File: src/rtl/sha512_rnd_pkg.sv
package sha512_rnd_pkg;
  localparam int unsigned QW = 64;

  typedef logic [QW-1:0] qword_t;

  typedef struct packed {
    qword_t a, b, c, d, e, f, g, h;
  } wstate_t;

  function automatic qword_t rotr(input qword_t x, input int unsigned n);
    return (x >> n) | (x << (QW - n));
  endfunction

  function automatic qword_t big_s0(input qword_t x);
    return rotr(x, 28) ^ rotr(x, 34) ^ rotr(x, 39);
  endfunction

  function automatic qword_t big_s1(input qword_t x);
    return rotr(x, 14) ^ rotr(x, 18) ^ rotr(x, 41);
  endfunction

  function automatic qword_t choose(input qword_t e, input qword_t f, input qword_t g);
    return (e & f) ^ (~e & g);
  endfunction

  function automatic qword_t majority(input qword_t a, input qword_t b, input qword_t c);
    return (a & b) ^ (a & c) ^ (b & c);
  endfunction
endpackage

File: src/rtl/sha512_round_step.sv
module sha512_round_step
  import sha512_rnd_pkg::*;
(
  input  wstate_t st_i,
  input  qword_t  wk_i,
  output wstate_t st_o
);
  qword_t t1;
  qword_t t2;

  always_comb begin
    t1 = st_i.h + big_s1(st_i.e) + choose(st_i.e, st_i.f, st_i.g) + wk_i;
    t2 = big_s0(st_i.a) + majority(st_i.a, st_i.b, st_i.c);
    st_o.a = t1 + t2;
    st_o.b = st_i.a;
    st_o.c = st_i.b;
    st_o.d = st_i.c;
    st_o.e = st_i.d + t1;
    st_o.f = st_i.e;
    st_o.g = st_i.f;
    st_o.h = st_i.g;
  end
endmodule

File: src/rtl/sha512_out_stage.sv
module sha512_out_stage #(
  parameter int unsigned DW = 256
) (
  input  logic          clk_i,
  input  logic          rst_ni,
  input  logic          in_valid_i,
  output logic          in_ready_o,
  input  logic [DW-1:0] data_i,
  output logic          out_valid_o,
  input  logic          out_ready_i,
  output logic [DW-1:0] data_o
);
  logic          valid_q;
  logic [DW-1:0] data_q;
  logic          fire;

  assign in_ready_o  = !valid_q || out_ready_i;
  assign fire        = in_valid_i && in_ready_o;
  assign out_valid_o = valid_q;
  assign data_o      = data_q;

  always_ff @(posedge clk_i or negedge rst_ni) begin
    if (!rst_ni) begin
      valid_q <= 1'b0;
      data_q  <= '0;
    end else begin
      if (in_ready_o) valid_q <= in_valid_i;
      if (fire)       data_q  <= data_i;
    end
  end

  a_r6_accept_sets_valid: assert property (@(posedge clk_i) disable iff (!rst_ni)
    (in_valid_i && in_ready_o) |=> out_valid_o);

  a_r6_idle_clears_valid: assert property (@(posedge clk_i) disable iff (!rst_ni)
    (!in_valid_i && in_ready_o) |=> !out_valid_o);

  a_r8_hold_when_stalled: assert property (@(posedge clk_i) disable iff (!rst_ni)
    (out_valid_o && !out_ready_i) |=> (out_valid_o && $stable(data_o)));
endmodule

File: src/rtl/sha512_dual_round.sv
module sha512_dual_round
  import sha512_rnd_pkg::*;
#(
  parameter int unsigned ROUNDS = 2
) (
  input  logic                 clk_i,
  input  logic                 rst_ni,
  input  logic                 in_valid_i,
  output logic                 in_ready_o,
  input  logic [4*QW-1:0]      abef_i,
  input  logic [4*QW-1:0]      cdgh_i,
  input  logic [ROUNDS*QW-1:0] wk_i,
  output logic                 out_valid_o,
  input  logic                 out_ready_i,
  output logic [4*QW-1:0]      abef_o
);
  localparam int unsigned PW = 4 * QW;

  wstate_t         st [ROUNDS+1];
  logic [PW-1:0]   packed_res;
  qword_t          pre_a;
  qword_t          pre_e;

  // Operand unpacking: fixed qword slots.
  assign st[0] = '{a: abef_i[4*QW-1:3*QW], b: abef_i[3*QW-1:2*QW],
                   e: abef_i[2*QW-1:QW],   f: abef_i[QW-1:0],
                   c: cdgh_i[4*QW-1:3*QW], d: cdgh_i[3*QW-1:2*QW],
                   g: cdgh_i[2*QW-1:QW],   h: cdgh_i[QW-1:0]};

  for (genvar r = 0; r < ROUNDS; r++) begin : g_round
    sha512_round_step u_step (
      .st_i (st[r]),
      .wk_i (wk_i[r*QW +: QW]),
      .st_o (st[r+1])
    );
  end

  assign packed_res = {st[ROUNDS].a, st[ROUNDS].b, st[ROUNDS].e, st[ROUNDS].f};
  assign pre_a      = st[ROUNDS-1].a;
  assign pre_e      = st[ROUNDS-1].e;

  sha512_out_stage #(.DW(PW)) u_out (
    .clk_i       (clk_i),
    .rst_ni      (rst_ni),
    .in_valid_i  (in_valid_i),
    .in_ready_o  (in_ready_o),
    .data_i      (packed_res),
    .out_valid_o (out_valid_o),
    .out_ready_i (out_ready_i),
    .data_o      (abef_o)
  );

  a_r4_b_from_prior_a: assert property (@(posedge clk_i) disable iff (!rst_ni)
    (in_valid_i && in_ready_o) |=> (abef_o[3*QW-1:2*QW] == $past(pre_a)));

  a_r4_f_from_prior_e: assert property (@(posedge clk_i) disable iff (!rst_ni)
    (in_valid_i && in_ready_o) |=> (abef_o[QW-1:0] == $past(pre_e)));

  a_r7_ready_when_empty: assert property (@(posedge clk_i) disable iff (!rst_ni)
    !out_valid_o |-> in_ready_o);
endmodule

File: config.mk
export PLATFORM = sky130hd
export DESIGN_NAME = sha512_dual_round
export DESIGN_NICKNAME = d
export VERILOG_FILES = /design/src/rtl/sha512_rnd_pkg.sv /design/src/rtl/sha512_round_step.sv /design/src/rtl/sha512_out_stage.sv /design/src/rtl/sha512_dual_round.sv
export SDC_FILE = /design/constraint.sdc
export NUM_CORES = 2
export LEC_CHECK = 0
export ABC_AREA = 1
export BUFFER_PORTS_ARGS = -buffer_cell sky130_fd_sc_hd__buf_4
export CAP_MARGIN = 20
export CORE_ASPECT_RATIO = 1.75
export CORE_MARGIN = 3
export CORE_UTILIZATION = 35
export CTS_BUF_LIST = sky130_fd_sc_hd__clkbuf_8
export CTS_CLUSTER_DIAMETER = 200
export DETAILED_ROUTE_END_ITERATION = 6
export HOLD_SLACK_MARGIN = 0.12
export PLACE_DENSITY = 0.52
export SYNTH_ARGS = -nofsm -noshare
export SYNTH_HDL_FRONTEND = slang
export SYNTH_SLANG_ARGS = --single-unit
export TNS_END_PERCENT = 50
File: constraint.sdc
create_clock -name clk_i -period 2.4 [get_ports clk_i]
set_clock_uncertainty 0.15 [all_clocks]
set_input_delay 0.24 -clock clk_i [delete_from_list [all_inputs] [get_ports clk_i]]
set_output_delay 0.24 -clock clk_i [all_outputs]
set_load 0.1 [all_outputs]
==> results of run 1 <==
-- metal layers --
metal	overflow	global-route usage
met5	0	0
met4	3	0.693
met3	0	0.184
met2	1	0.859
met1	0	0.530
-- synth_stat cells, drive strengths merged (3+ instances only) --
library cell | n | area [µm²]
and3 | 11 | 68.8
ha | 377 | 4720
o21a | 36 | 270
nor4 | 28 | 221
nand2 | 1606 | 6150
o221ai | 9 | 78.8
mux2 | 3 | 33.8
a31o | 4 | 35.0
o31ai | 12 | 90.1
xnor2 | 277 | 2580
fa | 382 | 7650
buf | 11 | 47.5
clkbuf | 105 | 394
nor2 | 522 | 1970
nor3 | 55 | 295
o211ai | 17 | 138
inv | 1520 | 5710
a211oi | 9 | 72.6
o21ai | 626 | 3260
o21bai | 33 | 285
nand3 | 211 | 1110
nand4 | 29 | 188
mux2i | 21 | 210
or2 | 119 | 744
dfrtp | 257 | 6430
a21oi | 516 | 2750
nand3b | 8 | 60.1
a21o | 54 | 407
a31oi | 119 | 751
xor2 | 488 | 4440
a21boi | 19 | 169
a221oi | 9 | 78.8
-- kinds of logic after synthesis --
| group | share of synthesized area |
|---|---|
| compound gates | 0.165 |
| xor+xnor | 0.137 |
| fa+ha+maj | 0.240 |
| buf+inv | 0.119 |
| flops | 0.125 |
| mux | 0.00473 |
| simple gates | 0.210 |
-- per-stage QoR --
stage	instance area [µm²]	hold WS, ns	setup TNS [ns]	std cells	util
CTS	90200	-0.103	-1487.42	13400	0.618
detailed placement	84700	0.151	-1945.88	13100	0.581
global placement	84700	0.142	-1948.79	13100	0.581
floorplan	52600	-0.206	-1273.37	7509	-
-- repair_timing --
| action | CTS |
|---|---|
| hold buffers | 20 |
| endpoints found under the setup margin | 256 |
| resized for setup | 665 |
| pin swaps | 256 |
| setup buffers | 125 |
| endpoints found under the hold margin | 462 |
==> results.ini, run 1 <==
[floorplanning]
rows = 185
die_y_um = 514
fp.dieW_um = 296
io_pins = 902
start_util = 0.353

[synth]
synth.distinct_cells = 77
synth_edf_count = 0
ys_seq_area_frac = 0.125
syn-num-nets = 8912
yosysWarnings = 0
synth_top_flop_cell = dfrtp_1
syn_inst = 7509
ys_ff_latch = 257
async_flop_share = 1.00
synth_area_per_cell_um2 = 6.86
mappedNetlistArea_mm2 = 0.0515

[outcome]
outcome = stopped before the end
stop_error = [ERROR GRT-0116] Global routing finished with congestion. Check the congestion regions in the DRC Viewer.
flow.stopped_at = global routing (5_1_grt)

[clock_tree]
htree_levels = 2
cts_buffers = 43
cts_root_buffer = clkbuf_8
numClockSinks = 257
clock_path_buffers = 3

[placed_design]
place_congestion = 1.35
io_buffers = 901
dpl_worst_slack_ns = -11.77
dpl.hpwl_mm = 357

[global_routing]
grt_pass1_wl_mm = 590
grt_pass1_vias = 78200
grt_start_max_net_pins = 143
overflow = 4
grt_usage = 0.558

==> run 2, diff against run 1 <==
--- a/config.mk
+++ b/config.mk
@@ -8,14 +8,10 @@
 export ABC_AREA = 1
 export BUFFER_PORTS_ARGS = -buffer_cell sky130_fd_sc_hd__buf_4
 export CAP_MARGIN = 20
-export CORE_ASPECT_RATIO = 1.75
 export CORE_MARGIN = 3
-export CORE_UTILIZATION = 35
-export CTS_BUF_LIST = sky130_fd_sc_hd__clkbuf_8
-export CTS_CLUSTER_DIAMETER = 200
+export CORE_UTILIZATION = 20
 export DETAILED_ROUTE_END_ITERATION = 6
-export HOLD_SLACK_MARGIN = 0.12
-export PLACE_DENSITY = 0.52
+export PLACE_DENSITY_LB_ADDON = 0.15
 export SYNTH_ARGS = -nofsm -noshare
 export SYNTH_HDL_FRONTEND = slang
 export SYNTH_SLANG_ARGS = --single-unit
==> run 2 against run 1 <==
Net effect:
- the flow now finishes, with violations (hold timing, setup timing)
- synthesized cell count did not move
- synthesized area did not move
==> results.ini, run 2 <==
[outcome]
outcome = finished with violations
violations = hold timing, setup timing

[clock_tree]
cts_buffers = 37  ; -14%
cts_root_buffer = clkbuf_16
clock_path_buffers = 3  ; unchanged
numClockSinks = 257  ; unchanged
htree_levels = 2  ; unchanged
ctsHoldBuffers = 6  ; -70%
clock_latency_ns = 0.60
cts_tree = yes
path_clk_slew_ns = 0.06

[synth]
mappedNetlistArea_mm2 = 0.0515  ; unchanged
synth_top_flop_cell = dfrtp_1
synth_top_area_share = 0.148  ; unchanged
synthTopCellsByCount = nand2_1, inv_1, o21ai_0, nor2_1, a21oi_1
yosys.area.top_type = fa_1
yosysWarnings = 0  ; unchanged
synth_edf_count = 0  ; unchanged
synth.distinct_cells = 77  ; unchanged
ys_seq_area_frac = 0.125  ; unchanged
syn_inst = 7509  ; unchanged
yosys.cell_count.top_type = nand2_1
syn-num-nets = 8912  ; unchanged
synth_area_per_cell_um2 = 6.86  ; unchanged
netlist_top_cells_area = fa_1, dfrtp_1, nand2_1, inv_1, ha_1
ys_ff_latch = 257  ; unchanged
async_flop_share = 1.00  ; unchanged

[global_routing]
grt_usage = 0.319
grt_pass1_wl_mm = 575
grt_pass1_vias = 69100
grt_start_max_net_pins = 85
antenna_found_initial = 53
overflow = 0

[sta]
fin_crit_sh = 4.83
drv_slew = 0
fin_setup_tns_ns = -1509.30
slew_headroom = 0.360
hold_slack_ns = -0.0990
tightest_slew_ns = 0.950
fin_ws_ns = -9.19
rsz0062_at_grt = yes
setup_viol = 255
hold_violations = 1
finalCriticalPeriod_ns = 11.59
fmax_ghz = 0.0863

[final_layout]
fillers = 27500
final_cell_mix = buf_4, nand2_1, inv_1, o21ai_0, nor2_1
regArea_mm2 = 0.00643
largest_register_ff_count = 256
final_nets = 13000
layout_commonest_cell = buf_4
multi_input_area_mm2 = 0.0452
drive_above_1_share = 0.470
area_growth_pct = 85.4

[run]
cap_violations = 0

[floorplanning]
start_util = 0.202  ; -0.152
core-area_mm2 = 0.255
rows = 185  ; unchanged
fp.dieW_um = 514  ; +73%
die-area_mm2 = 0.264
die_y_um = 514  ; unchanged
io_pins = 902  ; unchanged

[detailed_routing]
ant_nets = 0
viasPerCell = 4.43
vias = 66400
drc = 0
firstDrtPassIters = 5
wl_per_cell_um = 28.9
drtIter0Drc = 4896
wirelength_mm = 433

[worst_setup_path]
cp-start-kind = input pin
cp_top_family = adder cells
crit_buf_inv = 18
cp_common_cell = nand2_1
required_ns = 2.79
cp-end-kind = flop
crit_type = input pin to flop
slowest_delay_ns = 0.58
worst-path-max-fanout = 5
arrival_ns = 11.98
crit_path_top_delay_cell = fa_1

[placed_design]
io_buffers = 901  ; unchanged
dpl.hpwl_mm = 400  ; +12%
place_congestion = 1.01  ; -25%

[min_path]
min_path_type = input pin to flop

run 2: cell counts after synthesis:
No cell type changed its count.
run 2: area by class of cell:
cell class | instances | share of cell area
diodes | 27 | 0.000707
repair buffers | 4144 | 0.342
well taps | 3366 | 0.0441
flip-flops and latches | 257 | 0.0673
inverters | 1521 | 0.0599
multi-input cells | 5615 | 0.473
clock buffers | 51 | 0.0110
clock inverters | 17 | 0.00195
run 2: worst paths after layout:
kind / to / cells after the start / startpoint / slack (ns)
worst max-delay path: u_out.data_o[247]$_DFFE_PN0P_ / 66 / abef_i[84] / -9.19
worst min-delay path: u_out.data_o[64]$_DFFE_PN0P_ / 5 / cdgh_i[192] / -0.1
worst max register to register: u_out.out_valid_o$_DFFE_PN0N_ / 5 / u_out.out_valid_o$_DFFE_PN0N_ / 0.61
worst min register to register: u_out.data_o[54]$_DFFE_PN0P_ / 2 / u_out.data_o[54]$_DFFE_PN0P_ / 0.33
max in group asynchronous: u_out.data_o[139]$_DFFE_PN0P_ / 4 / rst_ni / 1.33
min in group asynchronous: u_out.data_o[235]$_DFFE_PN0P_ / 3 / rst_ni / 0.20
run 2: kinds of logic (layout without fill, tap and decap cells):
kind of cell,Yosys count,count (layout),synth area share
AND/OR/NAND/NOR,2592,2592,0.210
buffers and inverters,1637,5733,0.119
AO/OA/AOI/OAI,1473,1473,0.165
XOR/XNOR,766,766,0.137
adder cells (fa/ha/maj),760,760,0.240
flip-flops,257,257,0.125
multiplexers,24,24,0.00473
other,0,27,0
run 2: repair_timing:
item,4_1_cts,5_1_grt
resized for setup,782,364
gates cloned,0,0
setup endpoints to repair,255,255
pin swaps,249,192
buffers inserted,81,48
endpoints found under the hold margin,253,1
run 2: per-stage QoR:
step           hold slack [ns]  utilization  worst slack [ns]  instances  area (µm²)
6_report               -0.0990        0.374             -9.19      15000       95500
5_1_grt                 -0.121        0.374             -9.56      15000       95500
4_1_cts                 -0.155        0.366             -9.07      14900       93600
3_5_place_dp            0.0150        0.344            -11.61      14800       87800
3_3_place_gp            0.0140        0.344            -11.57      14800       87800
2_1_floorplan           -0.206            -             -8.11       7509       52600
run 2: metal layers:
layer,GRT usage,share of wire,vias up
met5,0,0.00022,-
met4,0.173,0.068,14
met3,0.0331,0.041,500
met2,0.534,0.46,2101
met1,0.401,0.43,32000
li1,-,-,31700
run 2: worst register-to-register path, stage by stage (launching register included):
cell and delay (ns):
dfrtp_1 0.34, nand2_1 0.12, nand2_4 0.16, buf_12 0.26
nand2_1 0.08, dlygate4sd3_1 0.56
Power of run 2 is not shown: default switching activity piles up to over one toggle a cycle in this logic, so the estimate is an artifact.
